[config.mk]
export PLATFORM = sky130hd
export DESIGN_NAME = prio_intc_bank
export DESIGN_NICKNAME = d
export VERILOG_FILES = /design/src/rtl/intc_pkg.sv /design/src/rtl/intc_line_cell.sv /design/src/rtl/intc_arbiter.sv /design/src/rtl/intc_vec_hold.sv /design/src/rtl/prio_intc_bank.sv
export SDC_FILE = /design/constraint.sdc
export NUM_CORES = 1
export LEC_CHECK = 0
export CAP_MARGIN = 20
export CORE_AREA = 2 2 305 307
export DETAILED_ROUTE_END_ITERATION = 12
export DIE_AREA = 0 0 307 309
export PLACE_DENSITY = 0.54
export SLEW_MARGIN = 20
export SYNTH_ARGS = -nofsm -noshare
export SYNTH_HDL_FRONTEND = slang
export SYNTH_SLANG_ARGS = --single-unit
[constraint.sdc]
create_clock -name clk -period 59.5 [get_ports clk]
set_input_delay 11.9 -clock clk [delete_from_list [all_inputs] [get_ports clk]]
set_output_delay 11.9 -clock clk [all_outputs]
set_load 0.01 [all_outputs]
[src/rtl/intc_pkg.sv]
package intc_pkg;
  localparam int ADDR_W        = 8;
  localparam int PRIO_W        = 5;
  localparam int CFG_W         = PRIO_W + 2;
  localparam int VEC_VALID_BIT = 8;

  localparam logic [ADDR_W-1:0] ADR_STAT = 8'h00;
  localparam logic [ADDR_W-1:0] ADR_MASK = 8'h01;
  localparam logic [ADDR_W-1:0] ADR_VIRQ = 8'h02;
  localparam logic [ADDR_W-1:0] ADR_VFIQ = 8'h03;
  localparam logic [ADDR_W-1:0] ADR_CTRL = 8'h04;
  localparam logic [ADDR_W-1:0] ADR_CFG0 = 8'h20;

  // packed msb first: prio in 6:2, level select in 1, fast route in 0
  typedef struct packed {
    logic [PRIO_W-1:0] prio;
    logic              trig_level;
    logic              to_fiq;
  } line_cfg_t;
endpackage

[src/rtl/intc_line_cell.sv]
module intc_line_cell
  import intc_pkg::*;
#(
  parameter bit FIQ_EN = 1'b1
) (
  input  logic      clk,
  input  logic      rst_n,
  input  logic      req_in,
  input  logic      cfg_we,
  input  line_cfg_t cfg_wdata,
  input  logic      clr_stat,
  output line_cfg_t cfg_q,
  output logic      stat_q
);
  logic      prev_q;
  logic      rise;
  logic      stat_d;
  line_cfg_t cfg_d;

  always_comb begin
    rise  = req_in & ~prev_q;
    cfg_d = cfg_wdata;
    if (!FIQ_EN) cfg_d.to_fiq = 1'b0;
    if (cfg_q.trig_level) stat_d = req_in;
    else                  stat_d = (stat_q & ~clr_stat) | rise;
  end

  always_ff @(posedge clk or negedge rst_n) begin
    if (!rst_n) begin
      prev_q <= 1'b0;
      stat_q <= 1'b0;
      cfg_q  <= '0;
    end else begin
      prev_q <= req_in;
      stat_q <= stat_d;
      if (cfg_we) cfg_q <= cfg_d;
    end
  end

  // a rising input in edge mode is latched
  a_r5_edge_latch: assert property (@(posedge clk) disable iff (!rst_n)
    (!cfg_q.trig_level && req_in && !prev_q) |=> stat_q);

  // level mode follows the input one clock later
  a_r6_level_follow: assert property (@(posedge clk) disable iff (!rst_n)
    cfg_q.trig_level |=> (stat_q == $past(req_in)));
endmodule

[src/rtl/intc_arbiter.sv]
module intc_arbiter
  import intc_pkg::*;
#(
  parameter int NLINES = 32,
  parameter int IDX_W  = $clog2(NLINES)
) (
  input  logic                     clk,
  input  logic                     rst_n,
  input  logic [NLINES-1:0]        req,
  input  logic [NLINES*PRIO_W-1:0] prio_flat,
  output logic                     valid,
  output logic [IDX_W-1:0]         win
);
  logic [PRIO_W-1:0] best;

  // strict compare scanning upward: lowest index keeps a tie
  always_comb begin
    valid = 1'b0;
    win   = '0;
    best  = '1;
    for (int i = 0; i < NLINES; i++) begin
      if (req[i] && (!valid || (prio_flat[i*PRIO_W +: PRIO_W] < best))) begin
        valid = 1'b1;
        win   = IDX_W'(i);
        best  = prio_flat[i*PRIO_W +: PRIO_W];
      end
    end
  end

  // the winner is always a requesting line
  a_r8_win_pending: assert property (@(posedge clk) disable iff (!rst_n)
    valid |-> req[win]);
  // no winner only when nothing requests
  a_r8_idle_empty: assert property (@(posedge clk) disable iff (!rst_n)
    !valid |-> (req == '0));
endmodule

[src/rtl/intc_vec_hold.sv]
module intc_vec_hold #(
  parameter int IDX_W = 5
) (
  input  logic             clk,
  input  logic             rst_n,
  input  logic             live_valid,
  input  logic [IDX_W-1:0] live_idx,
  input  logic             rd_vec,
  input  logic             ack,
  output logic             vec_valid,
  output logic [IDX_W-1:0] vec_idx
);
  logic             lock_q, lock_d;
  logic [IDX_W-1:0] held_q;
  logic             held_en;

  always_comb begin
    held_en = !ack && rd_vec && !lock_q && live_valid;
    lock_d  = lock_q;
    if (ack)          lock_d = 1'b0;
    else if (held_en) lock_d = 1'b1;
    vec_valid = lock_q | live_valid;
    vec_idx   = lock_q ? held_q : live_idx;
  end

  always_ff @(posedge clk or negedge rst_n) begin
    if (!rst_n) begin
      lock_q <= 1'b0;
      held_q <= '0;
    end else begin
      lock_q <= lock_d;
      if (held_en) held_q <= live_idx;
    end
  end

  // a frozen vector stays put until acknowledged
  a_r9_vector_frozen: assert property (@(posedge clk) disable iff (!rst_n)
    (lock_q && !ack) |=> (lock_q && (held_q == $past(held_q))));
  // acknowledge releases the freeze
  a_r10_ack_release: assert property (@(posedge clk) disable iff (!rst_n)
    ack |=> !lock_q);
endmodule

[src/rtl/prio_intc_bank.sv]
module prio_intc_bank
  import intc_pkg::*;
#(
  parameter int NLINES = 32,
  parameter int DATA_W = 32,
  parameter bit FIQ_EN = 1'b1
) (
  input  logic              clk,
  input  logic              rst_n,
  input  logic [NLINES-1:0] irq_lines,
  input  logic [ADDR_W-1:0] bus_addr,
  input  logic              bus_wr,
  input  logic [DATA_W-1:0] bus_wdata,
  input  logic              bus_rd,
  output logic [DATA_W-1:0] bus_rdata,
  output logic              irq_o,
  output logic              fiq_o
);
  localparam int IDX_W = $clog2(NLINES);
  localparam int NPATH = 2;

  logic              wr_stat, wr_mask, wr_ctrl, wr_cfg, cfg_hit;
  logic [ADDR_W-1:0] cfg_off;
  logic [IDX_W-1:0]  cfg_idx;
  logic [NLINES-1:0] mask_q, mask_d;
  logic [NLINES-1:0] stat_vec, route_fiq, clr_vec;
  logic [NLINES*PRIO_W-1:0] prio_flat;
  line_cfg_t         cfg_q [NLINES];

  logic [NLINES-1:0] path_req [NPATH];
  logic              live_v [NPATH];
  logic [IDX_W-1:0]  live_i [NPATH];
  logic              vec_v  [NPATH];
  logic [IDX_W-1:0]  vec_i  [NPATH];
  logic              ack_p  [NPATH];
  logic              rd_p   [NPATH];

  // address decode
  always_comb begin
    cfg_off = bus_addr - ADR_CFG0;
    cfg_hit = (bus_addr >= ADR_CFG0) && (cfg_off < ADDR_W'(NLINES));
    cfg_idx = cfg_off[IDX_W-1:0];
    wr_stat = bus_wr && (bus_addr == ADR_STAT);
    wr_mask = bus_wr && (bus_addr == ADR_MASK);
    wr_ctrl = bus_wr && (bus_addr == ADR_CTRL);
    wr_cfg  = bus_wr && cfg_hit;
    ack_p[0] = wr_ctrl && bus_wdata[0];
    ack_p[1] = wr_ctrl && bus_wdata[1];
    rd_p[0]  = bus_rd && (bus_addr == ADR_VIRQ);
    rd_p[1]  = bus_rd && (bus_addr == ADR_VFIQ);
    mask_d   = bus_wdata[NLINES-1:0];
  end

  // per-line state
  for (genvar gi = 0; gi < NLINES; gi++) begin : g_line
    intc_line_cell #(.FIQ_EN(FIQ_EN)) u_cell (
      .clk       (clk),
      .rst_n     (rst_n),
      .req_in    (irq_lines[gi]),
      .cfg_we    (wr_cfg && (cfg_idx == IDX_W'(gi))),
      .cfg_wdata (line_cfg_t'(bus_wdata[CFG_W-1:0])),
      .clr_stat  (clr_vec[gi]),
      .cfg_q     (cfg_q[gi]),
      .stat_q    (stat_vec[gi])
    );
    assign route_fiq[gi] = cfg_q[gi].to_fiq;
    assign prio_flat[gi*PRIO_W +: PRIO_W] = cfg_q[gi].prio;
    assign clr_vec[gi] = (wr_stat && !bus_wdata[gi])
                      || (ack_p[0] && vec_v[0] && (vec_i[0] == IDX_W'(gi)))
                      || (ack_p[1] && vec_v[1] && (vec_i[1] == IDX_W'(gi)));
  end

  assign path_req[0] = stat_vec & ~mask_q & ~route_fiq;
  assign path_req[1] = stat_vec & ~mask_q &  route_fiq;

  // one arbiter and one vector hold per output path
  for (genvar gp = 0; gp < NPATH; gp++) begin : g_path
    intc_arbiter #(.NLINES(NLINES), .IDX_W(IDX_W)) u_arb (
      .clk       (clk),
      .rst_n     (rst_n),
      .req       (path_req[gp]),
      .prio_flat (prio_flat),
      .valid     (live_v[gp]),
      .win       (live_i[gp])
    );
    intc_vec_hold #(.IDX_W(IDX_W)) u_hold (
      .clk        (clk),
      .rst_n      (rst_n),
      .live_valid (live_v[gp]),
      .live_idx   (live_i[gp]),
      .rd_vec     (rd_p[gp]),
      .ack        (ack_p[gp]),
      .vec_valid  (vec_v[gp]),
      .vec_idx    (vec_i[gp])
    );
  end

  always_ff @(posedge clk or negedge rst_n) begin
    if (!rst_n)       mask_q <= '1;
    else if (wr_mask) mask_q <= mask_d;
  end

  assign irq_o = |path_req[0];
  assign fiq_o = |path_req[1];

  // read mux
  always_comb begin
    bus_rdata = '0;
    if (bus_addr == ADR_STAT) begin
      bus_rdata[NLINES-1:0] = stat_vec;
    end else if (bus_addr == ADR_MASK) begin
      bus_rdata[NLINES-1:0] = mask_q;
    end else if (bus_addr == ADR_VIRQ) begin
      bus_rdata[IDX_W-1:0]    = vec_i[0];
      bus_rdata[VEC_VALID_BIT] = vec_v[0];
    end else if (bus_addr == ADR_VFIQ) begin
      bus_rdata[IDX_W-1:0]    = vec_i[1];
      bus_rdata[VEC_VALID_BIT] = vec_v[1];
    end else if (cfg_hit) begin
      bus_rdata[CFG_W-1:0] = cfg_q[cfg_idx];
    end
  end

  // a fully masked bank raises nothing
  a_r4_masked_quiet: assert property (@(posedge clk) disable iff (!rst_n)
    (mask_q == '1) |-> !(irq_o || fiq_o));

  if (!FIQ_EN) begin : g_nofiq
    // without fast routing the fast output stays low
    a_r3_no_fiq: assert property (@(posedge clk) disable iff (!rst_n)
      !fiq_o);
  end
endmodule

Word level (Yosys, flattened, before mapping)
Cells that the tools add are included.

Register bits after elaboration: 332. Bits of input ports: 76. Output and inout bits: 34. Logic and storage cells: 1176.

$add $sub $neg: 1. $lt $le $gt $ge: 65. Eq/ne operators: 97. Muxes and demuxes: 241. Bitwise logic cells: 168. Reductions and logical operators: 439.

Operator list (number): 2-to-1 mux 5 bit (98); < comparator 5 bit (62); == test 5 bit, second input constant (48); logical AND 1 bit (207); logical OR 1 bit (126); == test 5 x 4 -> 1 bit, second input constant (24); 2-to-1 mux 1 bit (106); logical NOT 1 bit (98); bitwise AND 32 bit (3); bitwise AND 1 bit (64); 2-to-1 mux 4 bit (16); NOT 1 bit (64); NOT 32 bit (2); OR reduction 32 bit (2); == test 5 x 3 -> 1 bit, second input constant (12); binary-select mux 7 bit (select 5 bit) (1); OR 1 bit (34); 2-to-1 mux 32 bit (1); == test 5 x 2 -> 1 bit, second input constant (6); 2-to-1 mux 7 bit (4); 2-to-1 mux 3 bit (8); 2-to-1 mux 23 bit (1); == test 8 x 2 -> 1 bit, second input constant (2); == test 5 x 1 -> 1 bit, second input constant (3); other kinds (11) (19).

Longest topological paths before layout
Gate-level depths: netlist of run 1.

Depth in word-level cells: 137. Mapped depth: 295. Gate-level depth less buffers: 282.

Hierarchy
Synthesis of run 1 repeated with hierarchy kept, for this count alone.

Cells, all modules: 3932. Area, all modules: 35666.7 um^2.

Modules (own cells, without submodules): intc_line_cell (instances 32, cells each 20, area an instance 360.3 um^2, sequential area each 225.2 um^2); intc_arbiter (g_path[0].u_arb) (instances 1, cells each 1349, area an instance 9143.8 um^2, sequential area each 0.0 um^2); intc_arbiter (g_path[1].u_arb) (instances 1, cells each 1352, area an instance 9004.9 um^2, sequential area each 0.0 um^2); prio_intc_bank (instances 1, cells each 549, area an instance 5376.4 um^2, sequential area each 840.8 um^2); intc_vec_hold (instances 2, cells each 21, area an instance 305.3 um^2, sequential area each 150.1 um^2).

Worst setup path before layout of run 1
Ideal clock, no wire load.

Path kind: register to output. From: reg mask_q[0]. To: out bus_rdata[2]. Arrival time: 47766 ps. Required time: 47600 ps. Setup slack: -166 ps. Cell stages (with the launch flop): 260. Path buffers: 10. Path through: dfstp_2 nand3b_1 nor2_1 ha_1 o21a_1 o21a_1 o21a_1 o21a_1 o21a_1 or2_2 clkbuf_1 o21ai_0 ha_1 a21oi_1 o21bai_1 a21o_1 a21oi_1 o21bai_1 (+224 left out) o21ai_0 nand2b_1 nand2_1 o311a_1 clkbuf_1 mux2_2 ha_1 a21o_1 a21o_1 a21oi_1 o21bai_1 a31o_2 nor2b_1 nand3b_1 mux2i_1 o221ai_1 a21oi_1 o21ai_1.

Word-level cells in the longest chain between the ends: 133. Elaborated cells between the ends (all ways): 438. Classes of those cells: order compare (62); mux (186); bitwise (4); reduce/logical (186).

Ends and longest elaborated chain: from (decl) (RTL line prio_intc_bank.sv:25) `logic [NLINES-1:0] mask_q, mask_d;`; from (signal assigned) (RTL line prio_intc_bank.sv:100) `else if (wr_mask) mask_q <= mask_d;`; NOT 32 bit * (RTL line prio_intc_bank.sv:73, prio_intc_bank.sv:74); bitwise AND 32 bit * (RTL line prio_intc_bank.sv:73, prio_intc_bank.sv:74); bitwise AND 32 bit (RTL line prio_intc_bank.sv:74) `assign path_req[1] = stat_vec & ~mask_q & route_fiq;`; 2-to-1 mux 5 bit or 2-to-1 mux 1 bit (tied branches) (RTL line intc_arbiter.sv:22) `if (req[i] && (!valid || (prio_flat[i*PRIO_W +: PRIO_W] < best))) begin`; < comparator 5 bit or logical NOT 1 bit (tied branches) (RTL line intc_arbiter.sv:22); logical OR 1 bit (RTL line intc_arbiter.sv:22); logical AND 1 bit (RTL line intc_arbiter.sv:22); 2-to-1 mux 5 bit or 2-to-1 mux 1 bit (tied branches) (RTL line intc_arbiter.sv:22); (+117 left out); logical OR 1 bit (RTL line intc_arbiter.sv:22); logical AND 1 bit (RTL line intc_arbiter.sv:22); 2-to-1 mux 5 bit (RTL line intc_arbiter.sv:22); 2-to-1 mux 5 bit (RTL line intc_vec_hold.sv:23) `vec_idx = lock_q ? held_q : live_idx;`; 2-to-1 mux 5 bit (RTL line prio_intc_bank.sv:116) `end else if (bus_addr == ADR_VFIQ) begin`; 2-to-1 mux 5 bit * (RTL line prio_intc_bank.sv:113) `end else if (bus_addr == ADR_VIRQ) begin`; 2-to-1 mux 7 bit * (RTL line prio_intc_bank.sv:111) `end else if (bus_addr == ADR_MASK) begin`; 2-to-1 mux 32 bit * (RTL line prio_intc_bank.sv:109) `if (bus_addr == ADR_STAT) begin`; to (decl) (RTL line prio_intc_bank.sv:15) `output logic [DATA_W-1:0] bus_rdata,`.

Every way passes the cells marked *; elsewhere a longest branch is shown, timed or not.

Worst setup path in the final report of run 1
Ends and elaborated chain as after synthesis.

==> results of run 1 <==
==> cell usage in the layout, fill, tap and decap left out, types with 40 or more instances in the layout <==
cell type        count
o21ai_1             41
nor2_1             206
mux2i_1             50
ha_1               137
a21oi_1            110
mux4_2              70
a31oi_1             51
a21oi_2             67
nor3_1              50
inv_1              233
dfrtp_1            300
ha_4                43
o21ai_2             43
o21ai_0            201
clkbuf_16           40
nand3_1             59
o21a_1              48
clkdlybuf4s50_1     94
mux2_2             241
a21o_1              60
nor2b_1             58
nand2_1            256
buf_4              648
==> cell families after synthesis <==
kind of cell / synth area share (%)
buffers and inverters: 4.76
adders and majority gates: 8.28
and+or+nand+nor: 18.5
muxes: 17.5
AOI/OAI and AO/OA: 23.4
xor gates and xnor gates: 0.398
DFF: 27.1
==> layout make-up <==
type                            count  area share (%)
Clock buffer                       58            2.81
Clock inverter                     15           0.447
Inverter                          253            2.28
Multi-Input combinational cell   2757            56.3
Sequential cell                   332            19.9
Tap cell                         1186            3.54
Timing Repair Buffer              779            14.7
==> what timing repair did <==
item | 4_1_cts | 5_1_grt
gates resized for setup | 114 | 513
gates cloned | 0 | 0
pin swaps | 34 | 262
buffers inserted | 53 | 145
endpoints found under the setup margin | 5 | 5
==> critical path: cells and delay by family, from the launching register on <==
| family | cells | cell delay (ns) |
|---|---|---|
| AOI/OAI and AO/OA | 109 | 16.37 |
| and+or+nand+nor | 90 | 12.47 |
| DFF | 1 | 0.37 |
| muxes | 13 | 3.10 |
| buffers and inverters | 36 | 4.07 |
| adders and majority gates | 34 | 8.70 |
==> registers in the layout, summed over array words and instances, names as in the netlist <==
register / count
g_line.u_cell.prev_q: 32
g_path.u_hold.lock_q: 2
g_line.u_cell.cfg_q: 224
g_line.u_cell.stat_q: 32
g_path.u_hold.held_q: 10
mask_q: 32
==> metal layers <==
layer / share of wire [%] / vias up / routed length (um) / GRT usage (%)
met5: 0 / - / 0 / 0
met4: 3.0 / 0 / 3620 / 7.09
met3: 5.8 / 171 / 7100 / 2.68
met2: 46 / 965 / 56500 / 39.9
met1: 45 / 15300 / 55500 / 34.7
li1: - / 14400 / - / -
==> cell usage after synthesis (33+ instances only) <==
master | n | area [um2]
ha_1 | 191 | 2390
clkbuf_1 | 97 | 364
nor2_1 | 244 | 916
a31oi_1 | 56 | 350
dfrtp_1 | 300 | 7510
nand3b_1 | 38 | 285
nor2b_1 | 64 | 400
mux2_2 | 261 | 2940
a21o_1 | 61 | 458
mux2i_1 | 77 | 771
o211ai_1 | 34 | 255
o21a_1 | 49 | 368
inv_1 | 253 | 950
mux4_2 | 70 | 1580
and3_1 | 33 | 206
a21oi_1 | 180 | 901
nand2_1 | 289 | 1080
nor3_1 | 66 | 330
nand3_1 | 63 | 315
o21ai_0 | 263 | 1320
nand2b_1 | 42 | 263
==> stage by stage <==
| step | utilization [%] | setup TNS, ns | cell area (um2) |
|---|---|---|---|
| finish | 45.9 | 0 | 42000 |
| global route | 45.9 | -2.58 | 42000 |
| global placement | 39.9 | -6.99 | 36500 |
| floorplan | - | 0 | 30800 |
| CTS | 42.3 | 0 | 38700 |
| detailed placement | 39.9 | -7.32 | 36500 |
==> worst paths after layout <==
check,from,end,cells after the start
max in group asynchronous,rst_n,g_line[8].u_cell.cfg_q[1],3
min in group asynchronous,rst_n,g_line[17].u_cell.stat_q,1
min,g_path[1].u_hold.held_q[4],g_path[1].u_hold.held_q[4],1
max reg2reg,mask_q[0],g_line[18].u_cell.stat_q,282
min reg2reg,g_path[1].u_hold.held_q[4],g_path[1].u_hold.held_q[4],1
max,mask_q[0],bus_rdata[2],282
==> impl_metrics.ini, run 1 <==
[run_status]
status = complete, no violations

[routing]
wl_per_cell_um = 22.8
wl_um = 123000
ant_nets = 0
drc = 0
vias = 30800
drt_iter0_drc = 2377
drt_first_pass_iters = 5
drt-vias-per-instance = 5.73

[synth]
syn_nets = 3737
yosysUniqueCellTypes = 141
postSynthAreaPerCell_um2 = 8.88
syn_area_um2 = 30800
synth-seq-cells = 332
ys_seq_area_share_pct = 27.1
async_flop_share_pct = 100
netlist_instances = 3470
synth_edf_count = 0
synthFlopType = dfrtp_1
ys_warn_count = 0

[cts]
cts.sinks = 332
cts_buffer_depth = 3
cts_tree = done
cts_hold_buf = 0
cts-root-buf = clkbuf_16
path_clk_slew_ns = 0.06
clock_latency_ns = 0.59
cts_buffers = 40
cts_htree_levels = 2

[floorplanning]
die_area_um2 = 94900
die_w_um = 307
rows = 111
start_util_pct = 33.7
coreArea_um2 = 91400
ios = 110
die_h_um = 309

[worst_setup_path]
start_kind = flop
cp.arrival_ns = 45.78
cp_slowest_stage_delay_ns = 0.55
path_class = flop to output pin
critPathMostFrequentCell = a21oi_2
path_max_fanout = 6
cp-end-kind = output pin
cp.required_ns = 47.60
rrSetupSlack_ns = 13.08
cp_slowest_cell = or4_4

[grt]
first_global_vias = 29100
grt_max_degree = 94
groute.usage.overall_pct = 24.6
grt_overflow = 0
grt_pass1_wl_um = 180000
grt_antenna_before_repair = 3

[final_layout]
seq_area_um2 = 8350
layout-drive-gt1-share_pct = 39.9
areaGrowthSynthToFinish_pct = 36.2
diodes = 0
stdcell_count = 5380
n_fill_cell = 8765
fin_nets = 4430
multi_input_area_um2 = 23600

[place]
dp.cells = 5117
place_ws_ns = -1.60
dpl.hpwl_um = 91200
globalplace.congestion = 0.947
portBuffers = 109

[hold_path]
hp-class = flop to flop

[sta]
post-route-min-period_ns = 57.68
slew_headroom_pct = 19.0
setup_ws_ns = 1.82
finalCritPeriodShare_pct = 96.9
hold_viol_final = 0
worst_pin_slew_ns = 1.20
finalSetupViolCount = 0
hold_slack_ns = 0.504
max_freq_mhz = 17.3
grt_setup_unrepaired = yes
drv_slew = 0
finClkSkew_ns = 0.0167

[job]
maxCapViolCount = 0
Power of run 1 is left out: the tool's default activity adds up to more than one toggle a clock period on the data nets, which glitch-free logic cannot reach.
==> inputs of run 2 (changes only) <==
Settings changed: CTS_CLUSTER_SIZE from default to 28.
==> run 2 against run 1 <==
Against the previous run:
- cell count is essentially flat
- clock skew is 0.0059 ns higher
- cell area is essentially flat
- die area did not move
- register-to-register slack barely moved
- critical path type unchanged
- flip-flop and latch count did not move
- global-route usage hardly changed
- via count shrank 0.14%
- clock-buffer cell count is 1 higher
==> impl_metrics.ini, run 2 (synthesis results as in run 1) <==
[run_status]
status = complete, no violations

[floorplanning]
ios = 110
coreArea_um2 = 91400
die_h_um = 309
rows = 111
die_w_um = 307
start_util_pct = 33.7
die_area_um2 = 94900

[worst_setup_path]
start_kind = flop
cp.arrival_ns = 45.78
r2r-start = mask_q[0]
path_max_fanout = 6
critPathMostFrequentCell = a21oi_2
reg2reg_to = g_line[18].u_cell.stat_q
cp_slowest_cell = or4_4
rrSetupSlack_ns = 13.09
rr_worst_depth = 284
path_class = flop to output pin
cp.required_ns = 47.60
cp-end-kind = output pin
cp_slowest_stage_delay_ns = 0.55

[sta]
worst_pin_slew_ns = 1.20
slew_headroom_pct = 19.2
max_freq_mhz = 17.3
post-route-min-period_ns = 57.68
finalSetupViolCount = 0
hold_viol_final = 0
finClkSkew_ns = 0.0226
finalCritPeriodShare_pct = 96.9
grt_setup_unrepaired = yes
drv_slew = 0

[final_layout]
top_register = g_line.u_cell.cfg_q
final_common_cell = buf_4
layout-drive-gt1-share_pct = 39.9
fin_nets = 4431
stdcell_count = 5382
layout.cells.most_common_list = buf_4 (650), dfrtp_1 (300), nand2_1 (256)
areaGrowthSynthToFinish_pct = 36.1
largest_reg_flops = 224

[grt]
grt_antenna_before_repair = 3
grt_max_degree = 94
first_global_vias = 29100
groute.usage.overall_pct = 24.6
grt_overflow = 0
grt_pass1_wl_um = 180000

[routing]
drt-vias-per-instance = 5.72
drt_iter0_drc = 2408
wl_um = 123000
wl_per_cell_um = 22.8
ant_nets = 0
drc = 0
vias = 30800
drt_first_pass_iters = 5

[cts]
cts_htree_levels = 2
cts_buffers = 40
path_clk_slew_ns = 0.06
cts_tree = done
cts_buffer_depth = 3
cts.sinks = 332
cts-root-buf = clkbuf_16
clock_latency_ns = 0.58

[place]
globalplace.congestion = 0.947
dpl.hpwl_um = 91200
dp.cells = 5117
portBuffers = 109

[hold_path]
hold_end = g_path[1].u_hold.held_q[4]
hold_start = g_path[1].u_hold.held_q[4]
hp-class = flop to flop
whs_path_depth = 1

[job]
maxCapViolCount = 0
run 2: layout make-up:
| type | count | area, um2 |
|---|---|---|
| Fill cell | 8770 | 49500 |
| Tap cell | 1186 | 1480 |
| Timing Repair Buffer | 780 | 6180 |
| Multi-Input combinational cell | 2757 | 23600 |
| Clock buffer | 59 | 1160 |
| Antenna cell | 1 | 2.50 |
| Inverter | 253 | 955 |
| Clock inverter | 14 | 156 |
| Sequential cell | 332 | 8350 |
run 2: repair_timing:
action / CTS / global route
buffers inserted: 53 / 146
resized for setup: 113 / 512
endpoints found under the setup margin: 5 / 5
pin swaps: 34 / 261
hold buffers: 0 / 0
run 2: how the worst max path moves through the flow:
stage                                         start           end  slack [ns]  cells after the start
after floorplan                           mask_q[0]  bus_rdata[2]       0.005                    259
after CTS                                 mask_q[0]  bus_rdata[4]        0.01                    256
after global routing      g_line[0].u_cell.cfg_q[0]  bus_rdata[0]       -0.56                    283
final                                     mask_q[0]  bus_rdata[2]        1.82                    284
after global placement    g_line[0].u_cell.cfg_q[0]  bus_rdata[2]       -1.44                    268
after detailed placement                  mask_q[0]  bus_rdata[2]       -1.60                    256
run 2: stage by stage:
step | TNS [ns] | instance area, um2 | utilization, % | worst slack (ns) | hold WS [ns]
3_3_place_gp | -6.99 | 36500 | 39.9 | -1.44 | 0.485
6_report | 0 | 41900 | 45.9 | 1.82 | 0.509
3_5_place_dp | -7.32 | 36500 | 39.9 | -1.60 | 0.490
4_1_cts | 0 | 38600 | 42.3 | 0.0133 | 0.504
2_1_floorplan | 0 | 30800 | - | 0.00498 | 0.473
5_1_grt | -2.55 | 41900 | 45.9 | -0.557 | 0.525
run 2: routing by layer:
layer	part of all wire [%]	global-route usage (%)
met2	46	39.8
met4	3.0	7.18
met3	5.7	2.50
met1	45	34.8
met5	0	0
run 2: critical path: cells and delay by family, from the launching register on:
kind	cells	cell delay (ns)
muxes	13	3.09
adders and majority gates	33	8.43
AOI/OAI and AO/OA	110	16.44
and+or+nand+nor	92	12.67
DFF	1	0.37
buffers and inverters	36	4.11
Power of run 2 is left out for the same reason.
